### src/rtl/baud_tick_pkg.sv
package baud_tick_pkg;

  // Strobes from the control to the counter datapath.
  typedef struct packed {
    logic reload;   // load counter from the next divisor value
    logic step;     // decrement counter by one
  } cnt_strobe_t;

endpackage

### src/rtl/baud_tick_ctrl.sv
module baud_tick_ctrl
  import baud_tick_pkg::*;
(
  input  logic        anyWrite,
  input  logic        atOne,
  input  logic        divZero,
  output cnt_strobe_t strobes,
  output logic        tickNow
);

  always_comb begin
    strobes = '0;
    tickNow = 1'b0;
    if (!divZero && atOne) begin
      tickNow = 1'b1;
    end
    if (anyWrite) begin
      strobes.reload = 1'b1;
    end else if (!divZero) begin
      if (atOne) begin
        strobes.reload = 1'b1;
      end else begin
        strobes.step = 1'b1;
      end
    end
  end

endmodule

### src/rtl/baud_tick_dp.sv
module baud_tick_dp
  import baud_tick_pkg::*;
#(
  parameter int BYTE_W    = 8,
  parameter int LATCH_CNT = 2,
  localparam int DIV_W    = BYTE_W * LATCH_CNT
) (
  input  logic                 clk,
  input  logic                 rstN,
  input  logic [LATCH_CNT-1:0] latchWr,
  input  logic [BYTE_W-1:0]    wrData,
  input  cnt_strobe_t          strobes,
  output logic [DIV_W-1:0]     divisor,
  output logic [DIV_W-1:0]     count,
  output logic                 atOne,
  output logic                 divZero
);

  logic [DIV_W-1:0] nextDiv;

  for (genvar g = 0; g < LATCH_CNT; g++) begin : gLatch
    logic [BYTE_W-1:0] laneQ;

    always_ff @(posedge clk or negedge rstN) begin
      if (!rstN) begin
        laneQ <= '0;
      end else if (latchWr[g]) begin
        laneQ <= wrData;
      end
    end

    assign divisor[g*BYTE_W +: BYTE_W] = laneQ;
    assign nextDiv[g*BYTE_W +: BYTE_W] = latchWr[g] ? wrData : laneQ;
  end

  always_ff @(posedge clk or negedge rstN) begin
    if (!rstN) begin
      count <= '0;
    end else if (strobes.reload) begin
      count <= nextDiv;
    end else if (strobes.step) begin
      count <= count - 1'b1;
    end
  end

  assign atOne   = (count == DIV_W'(1));
  assign divZero = (divisor == '0);

endmodule

### src/rtl/baud_tick_gen.sv
module baud_tick_gen
  import baud_tick_pkg::*;
#(
  parameter int BYTE_W    = 8,
  parameter int LATCH_CNT = 2,
  localparam int DIV_W    = BYTE_W * LATCH_CNT
) (
  input  logic                 clk,
  input  logic                 rstN,
  input  logic [LATCH_CNT-1:0] latchWr,
  input  logic [BYTE_W-1:0]    wrData,
  output logic                 sampleTick
);

  cnt_strobe_t      strobes;
  logic [DIV_W-1:0] divisor;
  logic [DIV_W-1:0] count;
  logic             atOne;
  logic             divZero;
  logic             anyWrite;

  assign anyWrite = |latchWr;

  baud_tick_ctrl u_ctrl (
    .anyWrite (anyWrite),
    .atOne    (atOne),
    .divZero  (divZero),
    .strobes  (strobes),
    .tickNow  (sampleTick)
  );

  baud_tick_dp #(
    .BYTE_W    (BYTE_W),
    .LATCH_CNT (LATCH_CNT)
  ) u_dp (
    .clk     (clk),
    .rstN    (rstN),
    .latchWr (latchWr),
    .wrData  (wrData),
    .strobes (strobes),
    .divisor (divisor),
    .count   (count),
    .atOne   (atOne),
    .divZero (divZero)
  );

endmodule

### config.mk
export PLATFORM = sky130hd
export DESIGN_NAME = baud_tick_gen
export DESIGN_NICKNAME = d
export VERILOG_FILES = /design/src/rtl/baud_tick_pkg.sv /design/src/rtl/baud_tick_ctrl.sv /design/src/rtl/baud_tick_dp.sv /design/src/rtl/baud_tick_gen.sv
export SDC_FILE = /design/constraint.sdc
export NUM_CORES = 1
export LEC_CHECK = 0
export ABC_AREA = 1
export BUFFER_PORTS_ARGS = -buffer_cell sky130_fd_sc_hd__buf_2
export CORE_AREA = 4 4 62 64
export CTS_CLUSTER_SIZE = 20
export DETAILED_ROUTE_END_ITERATION = 8
export DIE_AREA = 0 0 66 68
export PLACE_DENSITY = 0.81
export SLEW_MARGIN = 20
export SYNTH_ARGS = -nofsm -noshare
export SYNTH_HDL_FRONTEND = slang
export SYNTH_SLANG_ARGS = --single-unit
### constraint.sdc
create_clock -name clk -period 3.78 [get_ports clk]
set_input_delay 0.378 -clock clk [delete_from_list [all_inputs] [get_ports clk]]
set_output_delay 0.378 -clock clk [all_outputs]
set_load 0.03 [all_outputs]
; After elaboration in Yosys (flattened, before gate mapping)
; Cells that the tools add are included.
[op_classes]
n_eq_ne = 1
mux = 10
reduce_logical = 5
add_sub_neg = 1
[op_table]
columns = cell, n
row1 = 16-bit two-way mux, 2
row2 = "16-bit by 1-bit equality test with 1-bit output, second input constant", 1
row3 = 16-bit zero test, 1
row4 = 8-bit two-way mux, 2
row5 = "16-bit by 1-bit subtractor with 16-bit output, second input constant", 1
row6 = 1-bit two-way mux, 5
row7 = 2-bit two-way mux, 1
row8 = 2-bit nonzero test, 1
row9 = 2-bit OR reduction, 1
row10 = 1-bit logical AND, 1
row11 = 1-bit zero test, 1
[word_totals]
register_bits = 32
in_bits = 12
wordCells = 20

; Logic depth before layout (Yosys ltp)
[logic_depth]
ltp_word = 6
mapped_depth = 12
mapped_depth_nobuf = 12

; Hierarchy
; From an unflattened synthesis, not the netlist that was laid out.
[unflattened]
hier_cells = 235
area_unflattened_um2 = 1823.0
[by_module_without_submodules]
columns = module, cells_each, n_inst, area_per_inst_um2, seq_area_each_um2
row1 = baud_tick_dp, 226, 1, 1779.2, 800.8
row2 = baud_tick_ctrl, 6, 1, 32.5, 0.0
row3 = baud_tick_gen, 3, 1, 11.3, 0.0

; Least setup slack after synthesis
; Ideal clock, no wire load.
[synth_path]
path_kind = reg-to-output
start = register u_dp.count[1]
end = output sampleTick
arrival_time_ns = 1.268
path_stages_with_launch = 7
path_buffers = 0
path_slack_ns = 2.134
cell_sequence = dfrtp_1 -> inv_1 -> ha_1 -> inv_1 -> nor3_1 -> nand4_1 -> nor2_1
[synth_between]
elab_chain_len = 3
[synth_rtl]
columns = element, line
row1 = start: declaration, baud_tick_dp.sv:14  ; output logic [DIV_W-1:0] count,
row2 = start signal: assignment, baud_tick_dp.sv:40  ; count <= nextDiv;
row3 = start signal: assignment, baud_tick_dp.sv:42  ; count <= count - 1'b1;
row4 = 16-bit by 1-bit equality test with 1-bit output, baud_tick_dp.sv:46  ; assign atOne = (count == DIV_W'(1));
row5 = 1-bit logical AND, baud_tick_ctrl.sv:14  ; if (!divZero && atOne) begin
row6 = 1-bit two-way mux, baud_tick_ctrl.sv:14
row7 = end: declaration, baud_tick_gen.sv:12  ; output logic sampleTick
; No other way between the ends.

; Worst setup path after layout
[layout_path]
start = register u_dp.count[6]
end = output sampleTick
; Same word-level chain as after synthesis.

==> flow_summary.ini <==
[route]
firstDrtPassIters = 4
drt-vias-per-instance = 5.113
routed-via-count = 1851
drt_wl_total_um = 4383
drt_iter0_drc = 133
wl_per_cell_um = 12.11
ant_nets = 0
drc = 0

[yosys]
synth_seq_cells = 32
syn-instance-count = 304
ys_types = 23
synth_area_per_cell_sq_um = 6.750
synth_top_cell_by_area = dfrtp_1
syn_area_sq_mm = 0.002052
syn_nets = 318
seq_area_frac_synth_pct = 39.02
yosys.area.top_type_share_pct = 39.02
yosysWarningCount = 0
yosys-top-cells-area = dfrtp_1 39%, nand2_1 21%, nand3_1 8.3%, inv_1 6.8%, nor2_1 5.7%

[floorplan]
io_pins = 13
dieWidth_um = 66
core_sq_mm = 0.003284
start_util_pct = 62.48
die_h_um = 68
rows = 21
die_area_sq_mm = 0.004488

[global_routing]
grt_max_degree = 33
grt_first_pass_wirelength_um = 7617
grt_use_total_pct = 22.69
grt_overflow = 0
antenna_found_initial = 0
grt_pass1_vias = 1702

[placed_design]
hpwl_um = 3407
port_buffers = 12
post-place-ws_ns = 1.951
place.gp.congestion = 0.8640

[sta]
slew_headroom_pct = 54.05
fin_crit_sh_pct = 52.30
fin_tns_setup_ns = 0
period_needed_ns = 1.977
timing.clock.skew_ns = 0.01586
slew_violations = 0
finalSetupViolCount = 0
holdWs_ns = 0.07118
rsz0062_at_grt = false
setup_ws_ns = 1.803
worst_pin_slew_ns = 0.6892
hold_viol = 0
max_freq_mhz = 505.8

[power_and_ir_drop]
peakVddDrop_mv = 0.2871
power_density_mw_per_mm2 = 355.6
p_leak_nw = 1.138

[setup_path]
worstPathMaxFanout = 5
timing.rr.end = u_dp.count[1]$_DFFE_PN0P_
r2r_slack_ns = 2.12
cp-start-kind = flop
path_class = reg2out
worstSetupEndpointType = primary output
cp.required_ns = 3.40
rr_worst_depth = 11
cp-startpoint = u_dp.count[6]$_DFFE_PN0P_
r2r_start = u_dp.count[1]$_DFFE_PN0P_
crit_end = sampleTick
arrival_ns = 1.60

[clock_tree]
cts_setup_buffers = 0
cts_made_buffers = 5
cts.reportedPaths.clkPinSlew_ns = 0.10
ctsHoldBuffers = 0
cts_buffer_depth = 2
ctsResizeCount = 0
root_buffer = clkbuf_4
htree_num_levels = 2
numClockSinks = 32
cts_tree = yes
insertion_delay_ns = 0.34

[run_status]
status = finished, final reports clean

[finish]
nNetsFinal = 330
layout_commonest_cell = nand2_1
n_fill_cell = 307
diodes = 0
area_growth_syn_to_layout_pct = 5.976
drive_above_1_share_pct = 11.71
final_cell_mix = 115 x nand2_1, 37 x inv_1, 34 x nand3_1

[worst_hold_path]
hp-class = in2async

[flow_run]
maxCapViolations = 0
-- how the worst min path moves through the flow --
stage          from                         end  slack [ns]  depth (start not counted)
2_1_floorplan  rstN   u_dp.count[0]$_DFFE_PN0P_        0.08                          0
4_1_cts        rstN   u_dp.count[7]$_DFFE_PN0P_        0.08                          1
6_report       rstN   u_dp.count[7]$_DFFE_PN0P_        0.07                          1
3_3_place_gp   rstN  u_dp.count[15]$_DFFE_PN0P_        0.45                          1
5_1_grt        rstN   u_dp.count[7]$_DFFE_PN0P_        0.11                          1
3_5_place_dp   rstN  u_dp.count[15]$_DFFE_PN0P_        0.45                          1
-- sequential cells by signal, indices dropped and copies added (netlist names) --
signal and count:
u_dp.count 16, u_dp.gLatch.laneQ 16
-- power breakdown --
| group | switching (mW) | leakage, nW | internal, mW |
|---|---|---|---|
| clock network | 0.109 | 0.0374 | 0.105 |
| registers | 0.0361 | 0.362 | 0.377 |
| logic | 0.0934 | 0.738 | 0.0519 |
-- cell families after synthesis --
logic type	count (synthesis)	synth area share [%]
adder cells (fa/ha/maj)	2	1.219
XOR/XNOR	5	2.135
AO/OA/AOI/OAI	14	3.415
AND/OR/NAND/NOR	203	43.78
flip-flops	32	39.02
buffers and inverters	48	10.43
-- Yosys cell counts --
master / instances
nand2_2: 3
nand2_4: 1
nor2_1: 31
ha_1: 2
or2_2: 3
nand3b_1: 5
nand3_1: 34
xnor2_1: 2
nand4_1: 1
inv_1: 37
nand2_8: 1
buf_6: 2
nor2_2: 3
nor3_1: 3
o21ai_0: 14
dfrtp_1: 32
nor2_4: 3
buf_2: 2
nand2_1: 115
clkbuf_1: 2
inv_2: 4
xor2_1: 3
buf_12: 1
-- metal layers --
metal  vias up  GRT usage, %  routed length [um]
met4         0         8.376                  76
met1       830         31.93                2127
met2        53         34.42                1924
met3         8         5.090                 255
li1        960             -                   -
met5         -             0                   0
-- per-stage QoR --
step | std cells | utilization, % | power (mW) | cell area (sq um)
finish | 362 | 66.21 | 0.7732 | 2175
global route | 362 | 66.21 | 0.8227 | 2175
CTS | 362 | 66.21 | 0.7768 | 2175
detailed placement | 355 | 64.23 | 0.5629 | 2110
global placement | 355 | 64.23 | 0.5613 | 2110
floorplan | 304 | - | 0.5169 | 2052
-- layout make-up --
| cell class | count | area, sq um | share of cell area (%) |
|---|---|---|---|
| Timing Repair Buffer | 12 | 60.06 | 2.762 |
| Tap cell | 46 | 57.56 | 2.647 |
| Clock buffer | 7 | 65.06 | 2.992 |
| Sequential cell | 32 | 800.8 | 36.82 |
| Multi-Input combinational cell | 224 | 1037 | 47.70 |
| Inverter | 41 | 153.9 | 7.077 |
-- worst max-delay path, stage by stage (launching register included) --
cell	delay, ns
dfrtp_1	0.44
nor2_1	0.18
nand2_1	0.11
nor3_1	0.16
nand4_1	0.10
nor2_1	0.08
buf_2	0.20
Power figures use the tool's default switching activity.
